File: config.mk
export PLATFORM = sky130hd
export DESIGN_NAME = cbist_monitor
export DESIGN_NICKNAME = d
export VERILOG_FILES = /design/src/rtl/cbist_pkg.sv /design/src/rtl/cbist_prpg.sv /design/src/rtl/cbist_misr.sv /design/src/rtl/cbist_ctrl.sv /design/src/rtl/cbist_monitor.sv
export SDC_FILE = /design/constraint.sdc
export NUM_CORES = 1
export LEC_CHECK = 0
export BUFFER_PORTS_ARGS = -buffer_cell sky130_fd_sc_hd__buf_4
export CORE_ASPECT_RATIO = 0.9
export CORE_MARGIN = 2
export CORE_UTILIZATION = 50
export DETAILED_ROUTE_END_ITERATION = 12
export GPL_TIMING_DRIVEN = 1
export PLACE_DENSITY_LB_ADDON = 0.25
export SLEW_MARGIN = 40
export SYNTH_ARGS = -nofsm -noshare
export SYNTH_HDL_FRONTEND = slang
export SYNTH_SLANG_ARGS = --single-unit
File: constraint.sdc
create_clock -name clk -period 3.5 [get_ports clk]
set_input_delay 0.175 -clock clk [delete_from_list [all_inputs] [get_ports clk]]
set_output_delay 0.175 -clock clk [all_outputs]
set_load 0.005 [all_outputs]
File: src/rtl/cbist_pkg.sv
// Shared types for the concurrent self-test unit.
// Assumes: nothing beyond IEEE 1800-2017.
package cbist_pkg;

    // Kind of test event the controller grants in the current cycle.
    typedef enum logic [1:0] {
        EV_IDLE   = 2'd0,
        EV_MATCH  = 2'd1,
        EV_INSERT = 2'd2
    } ev_e;

endpackage

File: src/rtl/cbist_prpg.sv
// Pseudo-random vector generator: a shift-left LFSR that advances only
// when a test step is taken.
// Assumes: SEED is nonzero and TAPS gives a useful sequence for W.
module cbist_prpg #(
    parameter int          W    = 8,
    parameter logic [W-1:0] TAPS = 8'hB8,
    parameter logic [W-1:0] SEED = 8'h5A
) (
    input  logic         clk,
    input  logic         rst_n,
    input  logic         adv,
    output logic [W-1:0] pat
);

    logic [W-1:0] pat_q;
    logic         fb;

    // Feedback bit: parity of the tapped positions.
    always_comb fb = ^(pat_q & TAPS);

    // Load the seed on reset; shift in feedback on each test step.
    always_ff @(posedge clk) begin
        if (!rst_n)   pat_q <= SEED;
        else if (adv) pat_q <= {pat_q[W-2:0], fb};
    end

    assign pat = pat_q;

    p_hold_r3: assert property (@(posedge clk) disable iff (!rst_n)
        !adv |=> $stable(pat_q))
        else $error("generator moved without a step");

    p_nonzero_r3: assert property (@(posedge clk) disable iff (!rst_n)
        pat_q != '0)
        else $error("generator reached all-zero state");

endmodule

File: src/rtl/cbist_misr.sv
// Multiple-input signature register: folds one response word per test
// step into a shift-left LFSR; holds otherwise.
// Assumes: OW >= 2.
module cbist_misr #(
    parameter int           OW       = 8,
    parameter logic [OW-1:0] SIG_TAPS = 8'h8E
) (
    input  logic          clk,
    input  logic          rst_n,
    input  logic          cap,
    input  logic [OW-1:0] resp,
    output logic [OW-1:0] sig
);

    logic [OW-1:0] sig_q;
    logic [OW-1:0] sig_d;

    // Bit 0 takes the feedback parity; the others take their lower
    // neighbour. Every cell also mixes in its own response bit.
    always_comb sig_d[0] = (^(sig_q & SIG_TAPS)) ^ resp[0];

    for (genvar i = 1; i < OW; i++) begin : g_cell
        always_comb sig_d[i] = sig_q[i-1] ^ resp[i];
    end

    // Clear on reset; update only on test-step cycles.
    always_ff @(posedge clk) begin
        if (!rst_n)   sig_q <= '0;
        else if (cap) sig_q <= sig_d;
    end

    assign sig = sig_q;

    p_sig_hold_r7: assert property (@(posedge clk) disable iff (!rst_n)
        !cap |=> $stable(sig_q))
        else $error("signature changed without a step");

endmodule

File: src/rtl/cbist_ctrl.sv
// Test-step controller: compares functional input to the wanted vector,
// counts waiting cycles, decides when to force a vector, counts steps.
// Assumes: TIMEOUT >= 1 and STEPS >= 1.
module cbist_ctrl
    import cbist_pkg::*;
#(
    parameter int W       = 8,
    parameter int TIMEOUT = 16,
    parameter int STEPS   = 64
) (
    input  logic         clk,
    input  logic         rst_n,
    input  logic         en,
    input  logic         norm_valid,
    input  logic [W-1:0] norm_data,
    input  logic [W-1:0] pat,
    output ev_e          ev,
    output logic         done
);

    localparam int WAIT_W = $clog2(TIMEOUT + 1);
    localparam int STEP_W = $clog2(STEPS + 1);

    logic [WAIT_W-1:0] wait_q;
    logic [STEP_W-1:0] step_q;
    logic              active;
    logic              hit;

    // Step count reaching the target ends the test.
    always_comb done = (step_q == STEP_W'(STEPS));

    // Comparator: a valid functional vector equal to the wanted vector.
    always_comb hit = norm_valid && (norm_data == pat);

    // Event decision: forcing takes priority over a simultaneous match.
    always_comb begin
        active = en && !done;
        if (active && wait_q == WAIT_W'(TIMEOUT)) ev = EV_INSERT;
        else if (active && hit)                   ev = EV_MATCH;
        else                                      ev = EV_IDLE;
    end

    // Wait counter: restarts on any step, counts idle enabled cycles.
    always_ff @(posedge clk) begin
        if (!rst_n)              wait_q <= '0;
        else if (active) begin
            if (ev != EV_IDLE)   wait_q <= '0;
            else                 wait_q <= wait_q + 1'b1;
        end
    end

    // Step counter: one per match or forced cycle.
    always_ff @(posedge clk) begin
        if (!rst_n)              step_q <= '0;
        else if (ev != EV_IDLE)  step_q <= step_q + 1'b1;
    end

    p_wait_bound_r5: assert property (@(posedge clk) disable iff (!rst_n)
        wait_q <= WAIT_W'(TIMEOUT))
        else $error("wait count beyond timeout");

    p_single_insert_r5: assert property (@(posedge clk) disable iff (!rst_n)
        ev == EV_INSERT |=> ev != EV_INSERT)
        else $error("forced vector held for more than one cycle");

    p_wait_restart_r6: assert property (@(posedge clk) disable iff (!rst_n)
        ev != EV_IDLE |=> wait_q == '0)
        else $error("wait count not restarted after a step");

    p_done_sticky_r8: assert property (@(posedge clk) disable iff (!rst_n)
        done |=> done)
        else $error("done dropped");

    p_no_step_done_r8: assert property (@(posedge clk) disable iff (!rst_n)
        done |-> ev == EV_IDLE)
        else $error("step taken after done");

    p_off_hold_r9: assert property (@(posedge clk) disable iff (!rst_n)
        !en |=> $stable(wait_q) && $stable(step_q))
        else $error("counters moved while disabled");

    p_valid_gate_r10: assert property (@(posedge clk) disable iff (!rst_n)
        !norm_valid |-> ev != EV_MATCH)
        else $error("match without valid strobe");

endmodule

File: src/rtl/cbist_monitor.sv
// Concurrent input-monitoring self-test unit: takes test vectors from
// functional traffic when they match, forces one after a timeout, and
// compacts the CUT responses into a signature.
// Assumes: the CUT is combinational, so cut_resp reflects cut_in in the
// same cycle.
module cbist_monitor
    import cbist_pkg::*;
#(
    parameter int            W        = 8,
    parameter int            OW       = 8,
    parameter int            TIMEOUT  = 16,
    parameter int            STEPS    = 64,
    parameter logic [W-1:0]  TAPS     = 8'hB8,
    parameter logic [W-1:0]  SEED     = 8'h5A,
    parameter logic [OW-1:0] SIG_TAPS = 8'h8E
) (
    input  logic          clk,
    input  logic          rst_n,
    input  logic          en,
    input  logic [W-1:0]  norm_data,
    input  logic          norm_valid,
    input  logic [OW-1:0] cut_resp,
    output logic [W-1:0]  cut_in,
    output logic          test_busy,
    output logic [OW-1:0] signature,
    output logic          done
);

    logic [W-1:0] pat;
    ev_e          ev;
    logic         step;

    cbist_prpg #(.W(W), .TAPS(TAPS), .SEED(SEED)) u_prpg (
        .clk   (clk),
        .rst_n (rst_n),
        .adv   (step),
        .pat   (pat)
    );

    cbist_ctrl #(.W(W), .TIMEOUT(TIMEOUT), .STEPS(STEPS)) u_ctrl (
        .clk        (clk),
        .rst_n      (rst_n),
        .en         (en),
        .norm_valid (norm_valid),
        .norm_data  (norm_data),
        .pat        (pat),
        .ev         (ev),
        .done       (done)
    );

    cbist_misr #(.OW(OW), .SIG_TAPS(SIG_TAPS)) u_misr (
        .clk   (clk),
        .rst_n (rst_n),
        .cap   (step),
        .resp  (cut_resp),
        .sig   (signature)
    );

    // Step strobe and normal/test multiplexer select.
    always_comb begin
        step      = (ev != EV_IDLE);
        test_busy = (ev == EV_INSERT);
        cut_in    = test_busy ? pat : norm_data;
    end

    p_passthru_r9: assert property (@(posedge clk) disable iff (!rst_n)
        !en |-> (cut_in == norm_data) && !test_busy)
        else $error("disabled unit altered CUT input");

    p_done_passthru_r8: assert property (@(posedge clk) disable iff (!rst_n)
        done |-> cut_in == norm_data)
        else $error("vector forced after done");

endmodule

# == Yosys cells after proc, flatten, opt, wreduce, memory -nomap -nowiden ==
# Cells that the tools add are included.
# word_totals
ramBits,0
regBits,28
out_inout_bits,18
latchBits,0
in_bits,20
mem_bits_ro,0
n_memories,0
word_cells,30
# classes
div_mod_pow,0
n_addsub,2
order_cmp,0
n_bitwise,8
multipliers,0
reduce_logical,8
n_eq_ne,4
n_shift,0
n_mux,4
# op_table
op,count
$reduce_xor A8 Y1,2
$eq A8 B8 Y1,1
$mux W8,1
$xor A1 B1 Y1,8
$add A7 B1 Y7 const B,1
$eq A7 B7 Y1 const B,1
$add A5 B1 Y5 const B,1
$eq A5 B5 Y1 const B,1
$mux W5,1
$logic_and A1 B1 Y1,4
$eq A2 B2 Y1 const B,1
$mux W2,1
$reduce_bool A2 Y1,1
$logic_not A1 Y1,1
$mux W1,1

# == Logic depth before layout (Yosys ltp) ==
# Gate-level depths: netlist of the first run.
# depth
depth_word,8
mapped_depth,10
depth_no_buf,7

# == Hierarchy ==
# Synthesis of the first run repeated with hierarchy kept, for this count alone.
# unflattened
hier_cells,184
hier_area_um2,1697.9
# by_module_without_submodules
module,cells_each,instances,area_each_um2
cbist_ctrl,106,1,845.8
cbist_misr,39,1,395.4
cbist_prpg,28,1,305.3
cbist_monitor,11,1,151.4

# == Worst setup path after synthesis of the first run ==
# Ideal clock, no wire load.
# synth_path
path_type,reg-to-output
startpoint,register u_ctrl.step_q[0]
endpoint,output cut_in[4]
required_time_ps,3325
path_buffers,3
arrival_ps,1938
path_slack_ps,1387
stages_incl_launch_ff,11
path_cell_list,dfxtp_1 > inv_1 > ha_1 > a31o_1 > buf_6 > or4_4 > buf_6 > clkinv_4 > buf_2 > nand2_1 > nand2_1
# synth_via
elab_chain_len,8
word_cells_on_any_way,9
classes_between,eq/ne (2); mux (3); reduce/logical (4)
# synth_rtl
element,line_no,text
start: declaration,cbist_ctrl.sv:25,logic [STEP_W-1:0] step_q;
start signal: assignment,cbist_ctrl.sv:55,else if (ev != EV_IDLE) step_q <= step_q + 1'b1;
$eq A7 B7 Y1 (*),cbist_ctrl.sv:30,always_comb done = (step_q == STEP_W'(STEPS));
$logic_not A1 Y1 (*),cbist_ctrl.sv:37,active = en && !done;
$logic_and A1 B1 Y1 (*),cbist_ctrl.sv:37,
$logic_and A1 B1 Y1,cbist_ctrl.sv:39,else if (active && hit) ev = EV_MATCH;
$mux W1,cbist_ctrl.sv:39,
$mux W2 (*),cbist_ctrl.sv:38,if (active && wait_q == WAIT_W'(TIMEOUT)) ev = EV_INSERT;
$eq A2 B2 Y1 (*),cbist_monitor.sv:62,test_busy = (ev == EV_INSERT);
net test_busy,cbist_monitor.sv:24,"output logic test_busy,"
$mux W8 (*),cbist_monitor.sv:63,cut_in = test_busy ? pat : norm_data;
end: declaration,cbist_monitor.sv:23,"output logic [W-1:0] cut_in,"
# Mark *: on every way through the listed nets, which the timed path passes. The rest lies on a longest branch.

# == Final worst setup path of the first run ==
# layout_path
startpoint,register u_ctrl.step_q[0]
endpoint,output cut_in[2]
# layout_via
elab_chain_len,8
word_cells_on_any_way,9
classes_between,eq/ne (2); mux (3); reduce/logical (4)
# layout_rtl
element,line_no
$eq A7 B7 Y1 (*),cbist_ctrl.sv:30
$logic_not A1 Y1 (*),cbist_ctrl.sv:37
$logic_and A1 B1 Y1 (*),cbist_ctrl.sv:37
$logic_and A1 B1 Y1,cbist_ctrl.sv:39
$mux W1,cbist_ctrl.sv:39
$mux W2 (*),cbist_ctrl.sv:38
$eq A2 B2 Y1 (*),cbist_monitor.sv:62
$mux W8 (*),cbist_monitor.sv:63
# Mark *: on every way between the ends. The rest lies on a longest branch, timed or not.

==> reports/metrics.csv, run 1 <==
stage;metric;value;unit
routing;Residual DRC;0;
clocking;setup bufs post-CTS;0;
routing;DR vias/cell;5.36;
yosys;largest family of logic cells by synthesized area;simple AND/OR/NAND/NOR gates;
yosys;Synth Area in Adders;3.11;%
clocking;worst-case clock buffer depth;2;
setup_path;CP arrival;2.59;ns
timing;tightest hold margin;0.115;ns
place;Detailed Place HPWL;2350;µm
setup_path;flop-to-flop setup slack;1.05;ns
clocking;CTS tree;done;
global_route;GR Overflow Total;0;
power;Peak VDD IR;0.177;mV
setup_path;Critical R2R Capture;u_ctrl.step_q[6]$_SDFFE_PN0P_;
global_route;global-route wire length before repair;5770;µm
global_route;antenna violations before repair;0;
clocking;Worst-Skew Late Latency;0.33;ns
place;Setup WS pre-CTS;1.09;ns
setup_path;Worst Setup EP;cut_in[2];
place;Final Wtd Congestion;0.733;
cells_and_area;area grow syn2layout;19.3;%
clocking;H-tree depth;1;
yosys;leading area contributor after synthesis;dfxtp_1;
place;Cell Area, Placed;0.00187;mm²
clocking;Root Driver;clkbuf_4;
die;Rows;19;
timing;crit path time final;2.77;ns
setup_path;CP required;3.32;ns
clocking;CTS clk-pin slew, worst paths;0.15;ns
setup_path;slowest stage cell, crit path;or4_4;
timing;Final Skew;0.00200;ns
routing;TritonRoute pass-1 iters;4;
setup_path;CP max FO;34;
die;Die X-Extent;63.8;µm
cells_and_area;Nets;255;
routing;via count;1459;
setup_path;Worst Path Buf+Inv;3;
run;Max Cap Viol;0;
global_route;pin count of the biggest net entering global routing;35;
die;initial core utilization;52.4;%
yosys;syn_area_per_cell;7.96;µm²
global_route;vias in the first global route;1309;
yosys;yosys warns;0;
timing;# setup viols final;0;
outcome;status;completed;
yosys;async set-reset flop share out of synthesis;0;%
setup_path;top cell family by delay on the critical path;simple AND/OR/NAND/NOR gates;
yosys;Synth Area in Simple Gates;26.5;%
yosys;syn nets;226;
timing;Final Max Slew Viols;0;
routing;DR iter-0 viols;65;
yosys;top cells by area, synth;dfxtp_1, xnor2_1, nand2_1;
setup_path;CP most frequent cell;nand2_1;
routing;ANT nets after route;0;
timing;final hold viol count;0;
setup_path;FF-to-FF Start;u_ctrl.step_q[0]$_SDFFE_PN0P_;
cells_and_area;Finished Cell Area;0.00192;mm²
die;# IOs;38;
setup_path;Critical path origin;u_ctrl.step_q[0]$_SDFFE_PN0P_;
clocking;CTS sink count;28;
yosys;Mapped Area;0.00161;mm²
clocking;Post-CTS Resized;0;
timing;final period utilization;79.1;%
timing;Slew HR;55.6;%
global_route;Global Route Usage Sum;19.1;%
die;Die Height;57.8;µm
cells_and_area;share of layout cells above drive strength 1;19.6;%
setup_path;crit path cell chain;inv_1, ha_1, a31o_1, or4_4, clkinv_4, nand2_1, nand2_1, buf_4;
worst_hold_path;Hold WC Path Type;in2reg;
cells_and_area;diodes inserted;0;
timing;Setup TNS Final;0;ns
timing;RSZ-0062 raised after global routing;false;
cells_and_area;most frequent cells in the layout;buf_4, nand2_1, dfxtp_1, nor3_1, nand3_1;
setup_path;crit path kind;reg2out;
yosys;ys flop type;dfxtp_1;
yosys;Yosys reg bits;28;
setup_path;Worst path depth;8;
routing;WL/cell;12.3;µm
place;PortBufs;37;
yosys;xor and xnor area share after synthesis;14.2;%
yosys;mux contribution to synthesized area;3.74;%
yosys;post-synthesis compound-gate area fraction;9.96;%
die;die area;0.00369;mm²
yosys;number of flops mapped to enable cells by yosys;0;
setup_path;crit-path max cell delay;0.70;ns
yosys;Yosys top cell area share;34.9;%
power;leakage;0.867;nW
setup_path;Critical Path Source Type;flop;
yosys;sequential area share after synthesis;34.9;%
routing;overall routed net length;3340;µm
timing;Worst Max-Slew Pin Slew;0.661;ns
die;core footprint;0.00307;mm²
setup_path;crit end category;output pin;
cells_and_area;commonest non-fill, non-tap cell in the layout;buf_4;
clocking;Num CTS Buffers;3;
yosys;Cell variety after synth;27;
yosys;Post-Syn Instances;202;
setup_path;cells on worst reg2reg path;6;
timing;Peak Freq;361;MHz
timing;setup ws final;0.732;ns
cells_and_area;fill count;290;
clocking;# hold bufs at CTS;0;
power;PwrDens;313;mW/mm²
[worst min-delay path by stage]
stage	start	endpoint	slack, ns	depth (start not counted)
floorplan	cut_resp[1]	u_misr.sig[1]$_SDFFE_PN0P_	0.41	3
global placement	rst_n	u_prpg.pat[6]$_SDFFE_PN1P_	0.46	2
detailed placement	rst_n	u_prpg.pat[3]$_SDFFE_PN1P_	0.46	2
CTS	rst_n	u_prpg.pat[6]$_SDFFE_PN1P_	0.1	2
global route	rst_n	u_prpg.pat[3]$_SDFFE_PN1P_	0.11	2
finish	rst_n	u_prpg.pat[6]$_SDFFE_PN1P_	0.11	2
[cell usage after synthesis (2+ instances only)]
cell	instances
a21oi_1	15
and3_1	5
buf_2	5
buf_6	4
clkbuf_1	4
dfxtp_1	28
ha_1	4
inv_1	7
mux2i_1	6
nand2_1	31
nand2b_1	5
nand3_1	17
nor2_1	4
nor3_1	18
nor4_1	3
o2111ai_1	3
o21ai_0	8
o21ai_1	2
xnor2_1	15
xor2_1	11
[cell type report]
cell class                      count  area (µm²)  share of cell area (%)
Timing Repair Buffer               38         285                    14.9
Sequential cell                    28         561                    29.2
Clock buffer                        3        22.5                    1.17
Multi-Input combinational cell    152         932                    48.6
Clock inverter                      1        30.0                    1.57
Tap cell                           42        52.6                    2.74
Inverter                            8        35.0                    1.83
[power breakdown]
| group | internal, mW | total, mW | switching, mW |
|---|---|---|---|
| Clock | 0.116 | 0.214 | 0.0983 |
| Sequential | 0.322 | 0.324 | 0.00269 |
| Combinational | 0.0335 | 0.0609 | 0.0274 |
[registers in the layout, indices dropped and copies added (netlist names)]
signal	cells
u_misr.sig	8
u_ctrl.step_q	7
u_ctrl.wait_q	5
u_prpg.pat	8
[cells by family after synthesis]
family          count (synthesis)
compound gates                 29
xor+xnor                       26
fa+ha+maj                       4
buf+inv                        22
flops                          28
mux                             6
simple gates                   87
[per-layer routing]
metal  global-route usage [%]  vias to the layer above  share of wire [%]
li1                         -                      750                  -
met1                     26.2                      664                 49
met2                     31.6                       45                 45
met3                     5.24                        0                5.9
met4                     1.86                        0                  0
met5                        0                        -                  0
[per-stage QoR]
| stage | utilization, % | total power [mW] | cells |
|---|---|---|---|
| after floorplan | - | 0.362 | 202 |
| after global routing | 62.5 | 0.623 | 272 |
| after global placement | 60.8 | 0.392 | 268 |
| after detailed placement | 60.8 | 0.393 | 268 |
| final | 62.5 | 0.600 | 272 |
| after CTS | 62.5 | 0.607 | 272 |
No activity file was read; power rests on OpenSTA's default activity.
==> run 2: changes to the inputs <==
==> constraint.sdc (replaced) <==
create_clock -name clk -period 2.86 [get_ports clk]
set_input_delay 0.143 -clock clk [delete_from_list [all_inputs] [get_ports clk]]
set_output_delay 0.143 -clock clk [all_outputs]
set_load 0.005 [all_outputs]
==> reports/metrics.csv, run 2 (synthesis results as in run 1) <==
stage;metric;value;unit;change
clocking;setup bufs post-CTS;0;;unchanged
timing;setup ws final;0.176;ns;-0.556 ns
power;net load switching power;164;µW;+28%
power;Clock Power Share;36.1;%;+0.4 points
global_route;global-route wire length before repair;6140;µm;+6.5%
routing;WL met3;159;µm;-19%
clocking;Worst-Skew Late Latency;0.34;ns;about the same
outcome;status;completed;;
routing;DR vias/cell;5.34;;-0.43%
die;core footprint;0.00307;mm²;unchanged
worst_hold_path;Hold Startpoint;rst_n;;
cells_and_area;fill count;288;;-0.69%
setup_path;Critical path origin;u_ctrl.step_q[0]$_SDFFE_PN0P_;;
routing;DR iter-0 viols;51;;-22%
routing;TritonRoute pass-1 iters;4;;unchanged
routing;overall routed net length;3600;µm;+7.7%
routing;WL met1;1780;µm;+8.3%
place;PortBufs;37;;unchanged
setup_path;CP required;2.72;ns;-0.60 ns
timing;Peak Freq;373;MHz;
setup_path;FF-to-FF Start;u_ctrl.step_q[0]$_SDFFE_PN0P_;;
timing;final period utilization;93.8;%;
timing;Worst Max-Slew Pin Slew;0.591;ns;-0.0694 ns
timing;Final Skew;0.00171;ns;-0.000288 ns
routing;Residual DRC;0;;unchanged
timing;tightest hold margin;0.0699;ns;-0.0448 ns
die;# IOs;38;;unchanged
timing;crit path time final;2.68;ns;
global_route;GR Overflow Total;0;;unchanged
power;Peak VDD IR;0.259;mV;+47%
power;PwrDens;385;mW/mm²;+23%
routing;WL/cell;13.2;µm;+7.3%
routing;Top Metal Used;met4;;
clocking;worst-case clock buffer depth;2;;unchanged
die;Die X-Extent;63.8;µm;unchanged
die;Rows;19;;unchanged
setup_path;CP max FO;18;;-47%
timing;Slew HR;60.6;%;+5.0 points
place;Detailed Place HPWL;2490;µm;+6.3%
clocking;CTS sink count;28;;unchanged
die;initial core utilization;52.4;%;unchanged
die;die area;0.00369;mm²;unchanged
timing;Setup TNS Final;0;ns;unchanged
cells_and_area;diodes inserted;0;;unchanged
die;Die Height;57.8;µm;unchanged
place;Final Wtd Congestion;0.771;;+5.1%
timing;# setup viols final;0;;unchanged
clocking;CTS tree;done;;
cells_and_area;most frequent cells in the layout;buf_4, nand2_1, dfxtp_1, nor3_1, nand3_1;;
setup_path;crit path kind;reg2out;;
clocking;# hold bufs at CTS;0;;unchanged
setup_path;crit end category;output pin;;
setup_path;CP arrival;2.54;ns;-0.05 ns
power;Flop pwr share;53.7;%;-0.4 points
clocking;Num CTS Buffers;3;;unchanged
power;Comb power frac;10.3;%;about the same
cells_and_area;share of layout cells above drive strength 1;19.9;%;+0.35 points
timing;Final Max Slew Viols;0;;unchanged
timing;final hold viol count;0;;unchanged
power;leakage;0.871;nW;+0.48%
global_route;Global Route Usage Sum;20.8;%;+1.7 points
setup_path;Critical Path Source Type;flop;;
global_route;pin count of the biggest net entering global routing;35;;unchanged
routing;ANT nets after route;0;;unchanged
run;Max Cap Viol;0;;unchanged
global_route;antenna violations before repair;0;;unchanged
clocking;Post-CTS Resized;0;;unchanged
place;Setup WS pre-CTS;0.430;ns;-0.658 ns
routing;Met2 Wirelength;1620;µm;+8.0%
clocking;H-tree depth;1;;unchanged
worst_hold_path;Hold WC Path Type;in2reg;;
power;P_int;577;µW;+23%
cells_and_area;commonest non-fill, non-tap cell in the layout;buf_4;;
cells_and_area;area grow syn2layout;19.8;%;
clocking;Root Driver;clkbuf_4;;
clocking;CTS clk-pin slew, worst paths;0.15;ns;about the same
timing;RSZ-0062 raised after global routing;false;;
global_route;vias in the first global route;1355;;+3.5%
cells_and_area;Nets;256;;+0.39%
power;switching fraction of total power;22.1;%;+0.68 points
routing;via count;1458;;-0.069%
run 2: cell types whose count changed in the layout (fill, tap and decap cells not counted), sizes merged:
| cell | before | now |
|---|---|---|
| buf | 38 | 39 |
run 2: routing by layer:
metal  up-vias  track usage [%]
met4         0             4.66
li1        747                -
met3         5             5.05
met1       675             27.3
met5         -                0
met2        31             35.2
run 2: per-stage QoR:
| step | std cells | cell area (µm²) | utilization [%] | power (mW) |
|---|---|---|---|---|
| 4_1_cts | 273 | 1930 | 62.8 | 0.743 |
| 6_report | 273 | 1930 | 62.8 | 0.741 |
| 2_1_floorplan | 202 | 1610 | - | 0.443 |
| 3_5_place_dp | 269 | 1870 | 61.1 | 0.482 |
| 5_1_grt | 273 | 1930 | 62.8 | 0.770 |
| 3_3_place_gp | 269 | 1870 | 61.1 | 0.479 |
run 2: final cells by class:
| class | count | area (µm²) | area share, % |
|---|---|---|---|
| inverter | 8 | 35.0 | 1.82 |
| tap | 42 | 52.6 | 2.73 |
| clock inverter | 1 | 30.0 | 1.56 |
| multi-input combinational | 152 | 932 | 48.4 |
| sequential | 28 | 561 | 29.1 |
| timing repair buffer | 39 | 293 | 15.2 |
| clock buffer | 3 | 22.5 | 1.17 |
run 2: power by group through the flow:
stage / sequential, mW / clock, mW / combinational (mW)
5_1_grt: 0.399 / 0.288 / 0.0841
3_3_place_gp: 0.405 / 0 / 0.0739
6_report: 0.398 / 0.267 / 0.0761
4_1_cts: 0.397 / 0.269 / 0.0767
2_1_floorplan: 0.405 / 0 / 0.0383
3_5_place_dp: 0.406 / 0 / 0.0766
run 2: worst paths after layout:
check             depth (start not counted)                            end  slack [ns]
hold reg to reg                           2  u_ctrl.step_q[5]$_SDFFE_PN0P_        0.51
setup reg to reg                          6  u_ctrl.step_q[6]$_SDFFE_PN0P_        0.39
setup / recovery                          8                      cut_in[6]        0.18
hold / removal                            2     u_prpg.pat[1]$_SDFFE_PN1P_        0.07
run 2: critical path: stages, from the launching register on:
cell and delay (ns):
dfxtp_1 0.42, inv_1 0.08, ha_1 0.21, a31o_1 0.33, or4_4 0.63, buf_4 0.25, nand2_1 0.08, nand2_1 0.05
buf_4 0.13
==> run 3: changes to the inputs <==
--- a/config.mk
+++ b/config.mk
@@ -8,9 +8,10 @@
 export BUFFER_PORTS_ARGS = -buffer_cell sky130_fd_sc_hd__buf_4
 export CORE_ASPECT_RATIO = 0.9
 export CORE_MARGIN = 2
-export CORE_UTILIZATION = 50
+export CORE_UTILIZATION = 30
+export CTS_CLUSTER_DIAMETER = 120
 export DETAILED_ROUTE_END_ITERATION = 12
-export GPL_TIMING_DRIVEN = 1
+export GPL_TIMING_DRIVEN = 0
 export PLACE_DENSITY_LB_ADDON = 0.25
 export SLEW_MARGIN = 40
 export SYNTH_ARGS = -nofsm -noshare
==> reports/metrics.csv, run 3 (synthesis results as in run 1) <==
stage;metric;value;unit;change
routing;overall routed net length;3780;µm;+5.1%
place;Cell Area, Placed;0.00196;mm²;+4.7%
timing;Final Max Slew Viols;0;;unchanged
clocking;setup bufs post-CTS;0;;unchanged
global_route;GR Overflow Total;0;;unchanged
setup_path;Critical Path Source Type;flop;;
outcome;status;completed;;
global_route;antenna violations before repair;0;;unchanged
timing;final period utilization;93.3;%;-0.54 points
power;leakage;0.911;nW;+4.6%
clocking;Num CTS Buffers;3;;unchanged
worst_hold_path;Hold Startpoint;cut_resp[2];;
cells_and_area;Layout Cells excl Fill;309;;+13%
setup_path;crit path kind;reg2out;;
die;# IOs;38;;unchanged
routing;TritonRoute pass-1 iters;4;;unchanged
place;Detailed Place HPWL;2750;µm;+10%
global_route;global-route wire length before repair;6160;µm;+0.33%
setup_path;crit end category;output pin;;
die;core footprint;0.00522;mm²;+70%
cells_and_area;Finished Cell Area;0.00203;mm²;+5.6%
cells_and_area;commonest non-fill, non-tap cell in the layout;buf_4;;
global_route;pin count of the biggest net entering global routing;17;;-51%
clocking;worst-case clock buffer depth;2;;unchanged
power;PwrDens;388;mW/mm²;+0.87%
timing;Peak Freq;375;MHz;+0.58%
setup_path;Critical path origin;u_ctrl.step_q[0]$_SDFFE_PN0P_;;
cells_and_area;area grow syn2layout;26.5;%;
worst_hold_path;Hold WC Path Type;in2reg;;
clocking;Root Driver;clkbuf_8;;
clocking;Worst-Skew Late Latency;0.28;ns;-0.06 ns
routing;WL/cell;12.2;µm;-7.2%
timing;Setup TNS Final;0;ns;unchanged
die;Die X-Extent;81.2;µm;+27%
timing;RSZ-0062 raised after global routing;false;;
place;Final Wtd Congestion;0.773;;+0.34%
timing;Worst Max-Slew Pin Slew;0.663;ns;+0.0713 ns
cells_and_area;diodes inserted;0;;unchanged
timing;# setup viols final;0;;unchanged
die;Die Height;73.5;µm;+27%
clocking;H-tree depth;1;;unchanged
timing;Final Skew;0.00493;ns;+0.00322 ns
die;die area;0.00596;mm²;+62%
timing;crit path time final;2.67;ns;-0.0156 ns
setup_path;CP arrival;2.53;ns;about the same
routing;Residual DRC;0;;unchanged
clocking;CTS sink count;28;;unchanged
routing;ANT nets after route;0;;unchanged
timing;final hold viol count;0;;unchanged
power;Peak VDD IR;0.182;mV;-30%
timing;tightest hold margin;0.186;ns;+0.116 ns
clocking;CTS clk-pin slew, worst paths;0.10;ns;-0.05 ns
setup_path;FF-to-FF Start;u_ctrl.step_q[0]$_SDFFE_PN0P_;;
cells_and_area;fill count;559;;+94%
cells_and_area;share of layout cells above drive strength 1;21.5;%;+1.6 points
die;Rows;25;;+6
cells_and_area;Nets;267;;+4.3%
run;Max Cap Viol;0;;unchanged
setup_path;CP required;2.72;ns;about the same
die;initial core utilization;30.8;%;-22 points
setup_path;CP max FO;10;;-8
timing;Slew HR;55.4;%;-5.1 points
place;dpl cells;305;;+13%
routing;DR iter-0 viols;83;;+63%
clocking;CTS tree;done;;
clocking;# hold bufs at CTS;0;;unchanged
routing;DR vias/cell;4.82;;-9.8%
clocking;Post-CTS Resized;0;;unchanged
cells_and_area;most frequent cells in the layout;buf_4, nand2_1, dfxtp_1, nor3_1, nand3_1;;
place;PortBufs;36;;-2.7%
global_route;Global Route Usage Sum;13.4;%;-7.5 points
routing;via count;1488;;+2.1%
global_route;vias in the first global route;1311;;-3.2%
==> run 3: worst paths after layout <==
kind / cells after the start / to / slack [ns]
setup reg to reg: 8 / u_misr.sig[4]$_SDFFE_PN0P_ / 0.51
hold / removal: 4 / u_misr.sig[2]$_SDFFE_PN0P_ / 0.19
hold reg to reg: 2 / u_ctrl.step_q[6]$_SDFFE_PN0P_ / 0.49
setup / recovery: 10 / cut_in[3] / 0.19
==> run 3: critical path, cell delays in order (launching register included) <==
cell and delay [ns]:
dfxtp_1 0.41, inv_1 0.08, ha_1 0.22, a31o_1 0.22, buf_6 0.14, or4_4 0.47, buf_6 0.16, clkbuf_1 0.23
nand2_1 0.13, nand2_1 0.06, buf_4 0.13
==> run 3: cell type report <==
cell class | instances | area [µm²] | share of cell area (%)
sequential | 28 | 561 | 27.6
inverter | 8 | 35.0 | 1.72
tap | 67 | 83.8 | 4.12
timing repair buffer | 36 | 270 | 13.3
clock inverter | 1 | 30.0 | 1.48
multi-input combinational | 152 | 923 | 45.4
clock buffer | 3 | 41.3 | 2.03
buffer | 14 | 88.8 | 4.37
==> run 3: per-stage QoR <==
| step | utilization (%) | worst slack (ns) | power, mW |
|---|---|---|---|
| 2_1_floorplan | - | 0.762 | 0.443 |
| 3_3_place_gp | 37.6 | 0.502 | 0.481 |
| 3_5_place_dp | 37.6 | 0.497 | 0.482 |
| 4_1_cts | 38.9 | 0.170 | 0.797 |
| 5_1_grt | 38.9 | 0.0247 | 0.822 |
| 6_report | 38.9 | 0.192 | 0.789 |
==> run 3: power by group <==
| group | leakage (nW) | total, mW | switching [mW] | internal (mW) |
|---|---|---|---|---|
| logic | 0.649 | 0.0753 | 0.0331 | 0.0422 |
| clock network | 0.0357 | 0.317 | 0.130 | 0.188 |
| registers | 0.226 | 0.396 | 0.00326 | 0.393 |
| total | 0.911 | 0.789 | 0.166 | 0.623 |
==> run 3: per-layer routing <==
metal  wire length [µm]  vias up  GRT usage (%)
met4                 64        0           6.03
met5                  0        -              0
met3                271        5           1.97
li1                   -      768              -
met1               1930      667           19.7
met2               1510       48           19.1
